### config.mk
export PLATFORM = sky130hd
export DESIGN_NAME = chained_tick_timer
export DESIGN_NICKNAME = d
export VERILOG_FILES = /design/src/rtl/tmr_pkg.sv /design/src/rtl/tmr_src_sel.sv /design/src/rtl/tmr_prescaler.sv /design/src/rtl/tmr_main_counter.sv /design/src/rtl/tmr_out_gen.sv /design/src/rtl/chained_tick_timer.sv
export SDC_FILE = /design/constraint.sdc
export NUM_CORES = 1
export LEC_CHECK = 0
export CAP_MARGIN = 10
export CORE_MARGIN = 5
export CORE_UTILIZATION = 55
export CTS_BUF_LIST = sky130_fd_sc_hd__clkbuf_8
export CTS_CLUSTER_DIAMETER = 30
export DETAILED_ROUTE_END_ITERATION = 8
export GPL_TIMING_DRIVEN = 0
export PLACE_DENSITY = 0.82
export SYNTH_ARGS = -nofsm -noshare
export SYNTH_HDL_FRONTEND = slang
export SYNTH_HIERARCHICAL = 1
export SYNTH_SLANG_ARGS = --single-unit
### constraint.sdc
create_clock -name clk -period 2.4 [get_ports clk]
set_input_delay 0.24 -clock clk [delete_from_list [all_inputs] [get_ports clk]]
set_output_delay 0.24 -clock clk [all_outputs]
set_load 0.05 [all_outputs]
### src/rtl/tmr_pkg.sv
package tmr_pkg;
  localparam int ADDR_W = 3;

  localparam logic [ADDR_W-1:0] A_CTRL    = 3'd0;
  localparam logic [ADDR_W-1:0] A_PRE_PRD = 3'd1;
  localparam logic [ADDR_W-1:0] A_MAIN_PRD = 3'd2;
  localparam logic [ADDR_W-1:0] A_PRE_CNT = 3'd3;
  localparam logic [ADDR_W-1:0] A_MAIN_CNT = 3'd4;

  localparam int CB_RUN_LO = 0;
  localparam int CB_CLKM   = 2;
  localparam int CB_PW_LO  = 3;
  localparam int CB_INV    = 5;
  localparam int CB_EXT    = 6;
  localparam int CB_CLR    = 7;
  localparam int CB_STAT   = 8;
  localparam int CTRL_BITS = 9;

  typedef enum logic [1:0] {
    RUN_OFF  = 2'b00,
    RUN_ONCE = 2'b01,
    RUN_CONT = 2'b10,
    RUN_CONT2 = 2'b11
  } run_mode_e;

  // Next value of an equality-compared counter: back to zero on match.
  function automatic logic [31:0] next_count(input logic [31:0] cnt,
                                             input logic [31:0] prd);
    return (cnt == prd) ? 32'd0 : cnt + 32'd1;
  endfunction

  // Number of ticks a pulse lasts for a 2-bit width code.
  function automatic logic [2:0] pulse_ticks(input logic [1:0] code);
    return {1'b0, code} + 3'd1;
  endfunction
endpackage

### src/rtl/tmr_src_sel.sv
module tmr_src_sel #(
  parameter int SYNC_STAGES = 2
) (
  input  logic clk,
  input  logic rst_n,
  input  logic ext_in,
  input  logic use_ext,
  output logic src_tick
);
  localparam int CHAIN = SYNC_STAGES + 1;

  logic [CHAIN-1:0] chain_q;
  logic             ext_rise;

  always_ff @(posedge clk or negedge rst_n) begin
    if (!rst_n) chain_q <= '0;
    else        chain_q <= {chain_q[CHAIN-2:0], ext_in};
  end

  assign ext_rise = chain_q[CHAIN-2] & ~chain_q[CHAIN-1];
  assign src_tick = use_ext ? ext_rise : 1'b1;

  // an external edge never yields two consecutive count enables
  assert_edge_single_R10: assert property (@(posedge clk) disable iff (!rst_n)
    ext_rise |=> !ext_rise);
endmodule

### src/rtl/tmr_prescaler.sv
module tmr_prescaler #(
  parameter int CNT_W = 32
) (
  input  logic             clk,
  input  logic             rst_n,
  input  logic             src_tick,
  input  logic             clr,
  input  logic             ld,
  input  logic [CNT_W-1:0] ld_val,
  input  logic [CNT_W-1:0] prd,
  output logic [CNT_W-1:0] cnt,
  output logic             tick
);
  import tmr_pkg::*;

  logic at_prd;
  assign at_prd = (cnt == prd);

  always_ff @(posedge clk or negedge rst_n) begin
    if (!rst_n) begin
      cnt  <= '0;
      tick <= 1'b0;
    end else if (clr) begin
      cnt  <= '0;
      tick <= 1'b0;
    end else if (ld) begin
      cnt  <= ld_val;
      tick <= 1'b0;
    end else begin
      tick <= src_tick & at_prd;
      if (src_tick) cnt <= CNT_W'(next_count(32'(cnt), 32'(prd)));
    end
  end

  // a source cycle at the period yields a tick and a zero count next
  assert_tick_after_match_R1: assert property (@(posedge clk) disable iff (!rst_n)
    (!clr && !ld && src_tick && at_prd) |=> (tick && cnt == '0));
  // without a count enable the prescaler holds
  assert_hold_no_src_R10: assert property (@(posedge clk) disable iff (!rst_n)
    (!clr && !ld && !src_tick) |=> ($stable(cnt) && !tick));
endmodule

### src/rtl/tmr_main_counter.sv
module tmr_main_counter #(
  parameter int CNT_W = 32
) (
  input  logic             clk,
  input  logic             rst_n,
  input  logic             tick,
  input  logic             run,
  input  logic             clr,
  input  logic             ld,
  input  logic [CNT_W-1:0] ld_val,
  input  logic [CNT_W-1:0] prd,
  output logic [CNT_W-1:0] cnt,
  output logic             match_evt
);
  import tmr_pkg::*;

  assign match_evt = run & tick & (cnt == prd);

  always_ff @(posedge clk or negedge rst_n) begin
    if (!rst_n)           cnt <= '0;
    else if (clr)         cnt <= '0;
    else if (ld)          cnt <= ld_val;
    else if (run && tick) cnt <= CNT_W'(next_count(32'(cnt), 32'(prd)));
  end

  // a stopped timer keeps its count
  assert_hold_when_off_R7: assert property (@(posedge clk) disable iff (!rst_n)
    (!run && !clr && !ld) |=> $stable(cnt));
  // a match returns the count to zero
  assert_wrap_on_match_R2: assert property (@(posedge clk) disable iff (!rst_n)
    (match_evt && !clr && !ld) |=> (cnt == '0));
  // no advance between ticks
  assert_no_step_without_tick_R2: assert property (@(posedge clk) disable iff (!rst_n)
    (!tick && !clr && !ld) |=> $stable(cnt));
endmodule

### src/rtl/tmr_out_gen.sv
module tmr_out_gen (
  input  logic       clk,
  input  logic       rst_n,
  input  logic       tick,
  input  logic       match_evt,
  input  logic       clr,
  input  logic       clk_mode,
  input  logic [1:0] pw_code,
  input  logic       invert,
  output logic       out_raw,
  output logic       timer_out
);
  import tmr_pkg::*;

  logic [2:0] pulse_left;
  logic       tgl_q;

  always_ff @(posedge clk or negedge rst_n) begin
    if (!rst_n) begin
      pulse_left <= '0;
      tgl_q      <= 1'b0;
    end else if (clr) begin
      pulse_left <= '0;
      tgl_q      <= 1'b0;
    end else begin
      if (match_evt)                      pulse_left <= pulse_ticks(pw_code);
      else if (tick && pulse_left != '0)  pulse_left <= pulse_left - 3'd1;
      if (match_evt) tgl_q <= ~tgl_q;
    end
  end

  assign out_raw   = clk_mode ? tgl_q : (pulse_left != '0);
  assign timer_out = out_raw ^ invert;

  // the pulse down-counter never exceeds the widest code
  assert_pulse_bound_R4: assert property (@(posedge clk) disable iff (!rst_n)
    pulse_left <= 3'd4);
  // the clock-form level moves only on a match
  assert_toggle_only_on_match_R5: assert property (@(posedge clk) disable iff (!rst_n)
    (!match_evt && !clr) |=> $stable(tgl_q));
endmodule

### src/rtl/chained_tick_timer.sv
module chained_tick_timer #(
  parameter int CNT_W       = 32,
  parameter int SYNC_STAGES = 2
) (
  input  logic             clk,
  input  logic             rst_n,
  input  logic             ext_in,
  input  logic             wr_en,
  input  logic [2:0]       wr_addr,
  input  logic [CNT_W-1:0] wr_data,
  input  logic [2:0]       rd_addr,
  output logic [CNT_W-1:0] rd_data,
  output logic             irq,
  output logic             dma_evt,
  output logic             timer_out
);
  import tmr_pkg::*;

  run_mode_e        run_q;
  logic             clkm_q, inv_q, ext_q;
  logic [1:0]       pw_q;
  logic [CNT_W-1:0] pre_prd_q, main_prd_q;

  logic             ctrl_wr, cnt_clr;
  logic             src_tick, pre_tick, match_evt, out_raw, running;
  logic [CNT_W-1:0] pre_cnt, main_cnt;

  assign ctrl_wr = wr_en && (wr_addr == A_CTRL);
  assign cnt_clr = ctrl_wr && wr_data[CB_CLR];
  assign running = (run_q != RUN_OFF);

  always_ff @(posedge clk or negedge rst_n) begin
    if (!rst_n) begin
      run_q      <= RUN_OFF;
      clkm_q     <= 1'b0;
      pw_q       <= '0;
      inv_q      <= 1'b0;
      ext_q      <= 1'b0;
      pre_prd_q  <= '0;
      main_prd_q <= '0;
    end else begin
      if (ctrl_wr) begin
        run_q  <= run_mode_e'(wr_data[CB_RUN_LO +: 2]);
        clkm_q <= wr_data[CB_CLKM];
        pw_q   <= wr_data[CB_PW_LO +: 2];
        inv_q  <= wr_data[CB_INV];
        ext_q  <= wr_data[CB_EXT];
      end else if (match_evt && run_q == RUN_ONCE) begin
        run_q <= RUN_OFF;
      end
      if (wr_en && wr_addr == A_PRE_PRD)  pre_prd_q  <= wr_data;
      if (wr_en && wr_addr == A_MAIN_PRD) main_prd_q <= wr_data;
    end
  end

  tmr_src_sel #(.SYNC_STAGES(SYNC_STAGES)) u_src (
    .clk(clk), .rst_n(rst_n), .ext_in(ext_in), .use_ext(ext_q),
    .src_tick(src_tick));

  tmr_prescaler #(.CNT_W(CNT_W)) u_pre (
    .clk(clk), .rst_n(rst_n), .src_tick(src_tick), .clr(cnt_clr),
    .ld(wr_en && wr_addr == A_PRE_CNT), .ld_val(wr_data),
    .prd(pre_prd_q), .cnt(pre_cnt), .tick(pre_tick));

  tmr_main_counter #(.CNT_W(CNT_W)) u_main (
    .clk(clk), .rst_n(rst_n), .tick(pre_tick), .run(running),
    .clr(cnt_clr), .ld(wr_en && wr_addr == A_MAIN_CNT), .ld_val(wr_data),
    .prd(main_prd_q), .cnt(main_cnt), .match_evt(match_evt));

  tmr_out_gen u_out (
    .clk(clk), .rst_n(rst_n), .tick(pre_tick), .match_evt(match_evt),
    .clr(cnt_clr), .clk_mode(clkm_q), .pw_code(pw_q), .invert(inv_q),
    .out_raw(out_raw), .timer_out(timer_out));

  always_ff @(posedge clk or negedge rst_n) begin
    if (!rst_n) begin
      irq     <= 1'b0;
      dma_evt <= 1'b0;
    end else begin
      irq     <= match_evt;
      dma_evt <= match_evt;
    end
  end

  logic [CTRL_BITS-1:0] ctrl_view;
  assign ctrl_view = {out_raw, 1'b0, ext_q, inv_q, pw_q, clkm_q, run_q};

  always_comb begin
    unique case (rd_addr)
      A_CTRL:     rd_data = CNT_W'(ctrl_view);
      A_PRE_PRD:  rd_data = pre_prd_q;
      A_MAIN_PRD: rd_data = main_prd_q;
      A_PRE_CNT:  rd_data = pre_cnt;
      A_MAIN_CNT: rd_data = main_cnt;
      default:    rd_data = '0;
    endcase
  end

  // a strobe always follows a prescaler tick
  assert_strobe_on_tick_R3: assert property (@(posedge clk) disable iff (!rst_n)
    irq |-> $past(pre_tick));
  // both strobes move together
  assert_strobes_paired_R3: assert property (@(posedge clk) disable iff (!rst_n)
    irq == dma_evt);
  // a one-shot match turns the timer off
  assert_oneshot_stops_R8: assert property (@(posedge clk) disable iff (!rst_n)
    (match_evt && run_q == RUN_ONCE && !ctrl_wr) |=> (run_q == RUN_OFF));
endmodule

==> flow_summary.json, run 1 <==
{
  "status": "finished, final reports clean",
  "ys_async_sr_fraction_pct": 100,
  "syn_inst": 950,
  "rsz0062_at_grt": "yes",
  "route.detailed.drc": 0,
  "crit_buf_inv": 2,
  "gr-total-overflow": 0,
  "cts-root-buf": "clkbuf_8",
  "pwr-share-seq_pct": 41.6,
  "fin_hold_ws_ns": 0.232,
  "start_util_pct": 55.8,
  "grt_use_total_pct": 30.9,
  "setup_ws_ns": 0.0161,
  "fill_cells": 1339,
  "die_h_um": 142,
  "power_frac_comb_pct": 34.1,
  "startpoint": "wr_addr[0]",
  "grt_pass1_vias": 8130,
  "slew_headroom_pct": 51.7,
  "antenna_found_initial": 0,
  "p_switching_mw": 3.82,
  "cts.sinks": 144,
  "endpoint_kind": "flip-flop",
  "numPortBuffers": 74,
  "yosysTopAreaCell": "dfrtp_1",
  "path_cells": "clkdlybuf4s50_1 -> nor4b_4 -> and2_4 -> nand2b_1 -> clkbuf_1 -> o21ai_0 -> a21o_1",
  "row_count": 48,
  "cts_buffer_depth": 2,
  "finalWirelength_um": 31500,
  "finalCriticalPeriod_ns": 2.38,
  "syn_nets": 997,
  "num_io_pins": 77,
  "num_vias": 8770,
  "dp_slack_ns": -1.24,
  "ff2ff_path_depth": 7,
  "synth_top_area_share_pct": 37.6,
  "cp_num_cells": 7,
  "slowest_delay_ns": 0.54,
  "slowest_stage": "clkdlybuf4s50_1",
  "syn_area_mm2": 0.00958,
  "worstPathRequired_ns": 2.75,
  "dpl.hpwl_um": 23100,
  "nNetsFinal": 1090,
  "ys_ff_latch": 144,
  "ys_seq_area_share_pct": 37.6,
  "final-instance-count-excl-fill": 1281,
  "cts-htree-levels": 4,
  "cp.arrival_ns": 2.73,
  "final_common_cell": "dfrtp_1",
  "crit_type": "in2reg",
  "hold_viol": 0,
  "grt_start_max_net_pins": 75,
  "rr_endpoint": "u_pre/cnt[11]",
  "slew_viol_final": 0,
  "diodes": 0,
  "synth_edf_count": 0,
  "r2r_start": "u_pre/cnt[18]",
  "syn_area_per_cell_um2": 10.1,
  "finClkSkew_ns": 0.0121,
  "start_kind": "input port",
  "p_leak_nw": 4.67,
  "fmax_ghz": 0.419,
  "yosys-top-cells-area": "dfrtp_1 38%, mux2_4 9.4%, a22oi_1 3.7%",
  "fp.coreArea_mm2": 0.0172,
  "worstPathMaxFanout": 15,
  "clockPowerShare_pct": 24.3,
  "numCtsBuffers": 17,
  "die-area_mm2": 0.0202,
  "layout_common_cells": "132 x dfrtp_1, 65 x nand2_1, 60 x mux2_4",
  "rrSetupSlack_ns": 0.03,
  "area_growth_pct": 17.2,
  "antenna_left": 0,
  "wl_per_cell_um": 24.6,
  "cts_tree": "yes",
  "grt_pass1_wl_um": 47800,
  "tightestPinTransition_ns": 0.725,
  "dr.pass1.iters": 7,
  "drive_above_1_share_pct": 23.6,
  "worstSkewPairLatency_ns": 0.45,
  "drv_cap": 0,
  "yosysWarnings": 6,
  "gp_congestion": 1.00,
  "crit_end": "u_main/cnt[29]",
  "clk_pin_slew_ns": 0.08,
  "power.density_mw_per_mm2": 866,
  "hold_class": "in2reg",
  "synthDistinctLibCells": 76,
  "synthFlopType": "dfrtp_1",
  "dp.cells": 1250,
  "viasPerCell": 6.85,
  "critical-path-top-delay-family": "simple AND/OR/NAND/NOR gates",
  "ir_drop_mv": 0.564,
  "die_x_um": 142,
  "setup_viol": 0,
  "finalCritPeriodShare_pct": 99.3,
  "drt_iter0_drc": 1431,
  "p_int_mw": 5.91,
  "netSwitchingFraction_pct": 39.3
}
metal layers:
metal | part of all wire (%) | global-route usage, % | vias to the layer above
li1 | - | - | 3781
met1 | 40 | 43.0 | 4248
met2 | 46 | 47.2 | 637
met3 | 10 | 5.91 | 104
met4 | 4.2 | 13.9 | 0
met5 | 0 | 0 | -
flip-flops by register name, indices dropped and copies added (netlist names):
name,cells
pw_q,2
u_out/pulse_left,3
inv_q,1
u_pre/cnt,32
u_pre/tick,1
pre_prd_q,32
main_prd_q,32
run_q,2
clkm_q,1
dma_evt,1
u_out/tgl_q,1
ext_q,1
u_src/chain_q,3
u_main/cnt,32
power groups by stage:
stage | combinational (mW) | clock, mW | sequential, mW
floorplan | 2.36 | 0 | 3.63
detailed placement | 3.23 | 0 | 3.95
CTS | 3.24 | 2.38 | 3.93
finish | 3.31 | 2.36 | 4.05
global placement | 3.14 | 0 | 3.93
global route | 3.50 | 2.48 | 4.12
repair_timing:
item,4_1_cts,5_1_grt
pin swaps,3,2
buffers inserted,2,2
gates resized for setup,148,103
setup endpoints to repair,103,86
endpoints found under the hold margin,73,0
hold buffers,1,0
worst min path at each step:
stage | slack (ns) | cells past startpoint | end | startpoint
3_5_place_dp | 0.32 | 1 | u_main/cnt[6] | rst_n
4_1_cts | 0.22 | 1 | u_src/chain_q[0] | ext_in
5_1_grt | 0.23 | 1 | u_src/chain_q[0] | ext_in
6_report | 0.23 | 1 | u_src/chain_q[0] | ext_in
2_1_floorplan | -0.06 | 0 | clkm_q | rst_n
3_3_place_gp | 0.35 | 0 | u_src/chain_q[1] | u_src/chain_q[0]
cells in the mapped netlist, types with 4 or more instances:
cell type,count
o211ai_1,5
and4_1,4
and3_1,15
nand2b_1,13
nand3_1,41
nor3_1,6
a21o_1,14
xor2_1,34
clkbuf_1,36
a32oi_1,21
mux2i_1,29
nor2b_1,5
o31ai_1,12
a22o_1,4
nor4b_1,5
a22oi_1,47
nor4_1,12
mux2_4,60
a221o_1,12
buf_12,6
or4_1,10
o41ai_1,9
nand2_1,65
dfrtp_1,144
buf_4,10
o21a_1,6
nand4b_1,4
o21ai_0,47
inv_1,20
ha_1,5
xnor2_1,38
or3_1,12
a211o_1,5
a21oi_1,17
nor2_1,43
nand4_1,22
and2_1,6
o22ai_1,25
mux2_2,18
buf_2,11
final cells by class:
class	instances	area (um2)	area share, %
Tap cell	225	282	2.51
Clock buffer	23	317	2.82
Inverter	20	75.1	0.668
Clock inverter	9	175	1.56
Sequential cell	144	3620	32.2
Timing Repair Buffer	80	683	6.08
Buffer	63	443	3.94
Multi-Input combinational cell	717	5640	50.2
logic make-up after synthesis:
kind of cell    count (synthesis)  share of synthesized area, %
flops                         144                          37.6
fa+ha+maj                       5                         0.653
simple gates                  292                          17.5
buf+inv                        89                          5.37
mux                           107                          14.6
xor+xnor                       72                          6.58
compound gates                241                          17.8
worst reg2reg max path, stage by stage (launching register included):
cell and delay (ns):
dfrtp_1 0.52, xor2_1 0.22, nor4_1 0.35, nand4_1 0.21, nor3_2 0.26, buf_2 0.32, o31ai_1 0.13, a22o_1 0.26
metrics by stage:
stage          utilization [%]  power [mW]  instance area [um2]  TNS, ns
3_5_place_dp              61.9        7.19                10600   -78.16
4_1_cts                   65.1        9.55                11200        0
6_report                  65.4        9.73                11200        0
5_1_grt                   65.4        10.1                11200   -0.459
2_1_floorplan                -        5.98                 9580        0
3_3_place_gp              61.7        7.08                10600  -765.39
(Power assumes the default switching activity.)
==> run 2, diff against run 1 <==
- PLACE_DENSITY: 0.82 -> 0.79
- clock period: 2.4 -> 2.61 ns (I/O delays scaled with it)
==> flow_summary.json, run 2 (synthesized netlist as in run 1, its figures left out) <==
{
  "status": "finished, final reports clean",
  "rr_endpoint": "u_out/pulse_left[2]",
  "gr-total-overflow": 0,
  "die_x_um": 142,
  "worstSkewPairLatency_ns": 0.46,
  "route.detailed.drc": 0,
  "num_vias": 8704,
  "cts_buffer_depth": 2,
  "grt_use_total_pct": 31.3,
  "slew_viol_final": 0,
  "grt_start_max_net_pins": 100,
  "cts-root-buf": "clkbuf_8",
  "slew_headroom_pct": 55.5,
  "r2r_start": "u_main/cnt[2]",
  "final_common_cell": "dfrtp_1",
  "diodes": 0,
  "finClkSkew_ns": 0.00765,
  "antenna_left": 0,
  "area_growth_pct": 15.4,
  "cts.sinks": 144,
  "fin_hold_ws_ns": 0.247,
  "crit_type": "reg2reg",
  "path_cells": "xnor2_1 -> nand4_1 -> nor4_4 -> and3_4 -> and3_1 -> buf_2 -> nand3b_1 -> a31oi_1",
  "hold_viol": 0,
  "power_mw": 8.67,
  "cts_tree": "yes",
  "p_leak_nw": 4.63,
  "grt_pass1_vias": 8328,
  "grt_pass1_wl_um": 48300,
  "viasPerCell": 6.78,
  "whs_endpoint": "u_src/chain_q[0]",
  "worstPathMaxFanout": 8,
  "ff2ff_path_depth": 8,
  "hold_class": "in2reg",
  "drt_iter0_drc": 1295,
  "dr.pass1.iters": 6,
  "cts-htree-levels": 4,
  "endpoint_kind": "flip-flop",
  "setup_viol": 0,
  "ir_drop_mv": 0.495,
  "start_kind": "flip-flop",
  "worstPathRequired_ns": 2.96,
  "tightestPinTransition_ns": 0.668,
  "dpl.hpwl_um": 23500,
  "min_delay_path_depth": 1,
  "numPortBuffers": 74,
  "finalCriticalPeriod_ns": 2.54,
  "fp.coreArea_mm2": 0.0172,
  "die-area_mm2": 0.0202,
  "layout_common_cells": "144 x dfrtp_1, 65 x nand2_1, 60 x mux2_4",
  "clk_pin_slew_ns": 0.08,
  "wl_per_cell_um": 24.6,
  "power.density_mw_per_mm2": 785,
  "finalWirelength_um": 31600,
  "slowest_delay_ns": 0.48,
  "drive_above_1_share_pct": 19.5,
  "die_h_um": 142,
  "row_count": 48,
  "cp.arrival_ns": 2.89,
  "nNetsFinal": 1093,
  "finalCritPeriodShare_pct": 97.4,
  "slowest_stage": "dfrtp_1",
  "drv_cap": 0,
  "fmax_ghz": 0.394,
  "min_from": "ext_in",
  "numCtsBuffers": 17,
  "antenna_found_initial": 0,
  "num_io_pins": 77,
  "gp_congestion": 0.988,
  "final.setup.tns_ns": 0,
  "utilization_pct": 64.3,
  "start_util_pct": 55.8,
  "rrSetupSlack_ns": 0.07
}
[run 2: changes by cell type in the layout (fill, tap and decap cells not counted), moves of 8 or more]
cell,before,now
buf_2,24,15
buf_4,24,15
clkbuf_2,11,24
clkbuf_4,10,2
dfrtp_1,132,144
dfrtp_2,12,0
[run 2: how the worst max path moves through the flow]
stage | start | to | slack (ns) | cells past startpoint
5_1_grt | u_main/cnt[17] | u_out/pulse_left[1] | -0.02 | 9
6_report | u_main/cnt[2] | u_out/pulse_left[2] | 0.07 | 8
3_5_place_dp | wr_addr[1] | u_main/cnt[18] | -1.09 | 9
3_3_place_gp | rst_n | u_pre/cnt[30] | -4.69 | 1
4_1_cts | rd_addr[2] | rd_data[19] | 0.001 | 7
2_1_floorplan | u_main/cnt[8] | u_out/pulse_left[2] | 0.24 | 10
[run 2: metal layers]
| layer | vias up | part of all wire (%) | GRT usage, % |
|---|---|---|---|
| li1 | 3780 | - | - |
| met1 | 4258 | 40 | 43.8 |
| met2 | 568 | 45 | 47.5 |
| met3 | 98 | 9.7 | 6.01 |
| met4 | 0 | 4.9 | 14.0 |
| met5 | - | 0 | 0 |
[run 2: layout make-up]
cell class | count | area, um2
repair buffers | 81 | 707
fillers | 1407 | 6130
plain buffers | 65 | 433
clock inverters | 12 | 165
clock buffers | 20 | 275
inverters | 20 | 75.1
multi-input cells | 717 | 5510
flip-flops and latches | 144 | 3600
well taps | 225 | 282
[run 2: worst max-delay path: cells and delay by family, from the launching register on]
kind | cells | cell delay [ns]
XOR/XNOR | 1 | 0.37
buffers and inverters | 1 | 0.22
AND/OR/NAND/NOR | 5 | 1.29
AO/OA/AOI/OAI | 1 | 0.08
flip-flops | 1 | 0.48
[run 2: through the flow]
step	cells	instance area, um2	setup slack (ns)
after floorplan	950	9580	0.245
after global placement	1249	10600	-4.69
after detailed placement	1250	10600	-1.09
after CTS	1282	11100	0.00123
after global routing	1284	11100	-0.0151
final	1284	11100	0.0688
[run 2: timing repair]
item | 4_1_cts | 5_1_grt
pin swaps | 1 | 2
endpoints found under the hold margin | 45 | 0
endpoints found under the setup margin | 98 | 61
setup buffers | 1 | 4
hold buffers | 1 | 0
gates cloned | 0 | 0
resized for setup | 54 | 65
[run 2: power breakdown]
part	switching, mW	internal [mW]
clock network	0.900	1.11
logic	1.64	1.34
registers	0.930	2.75
total	3.47	5.20
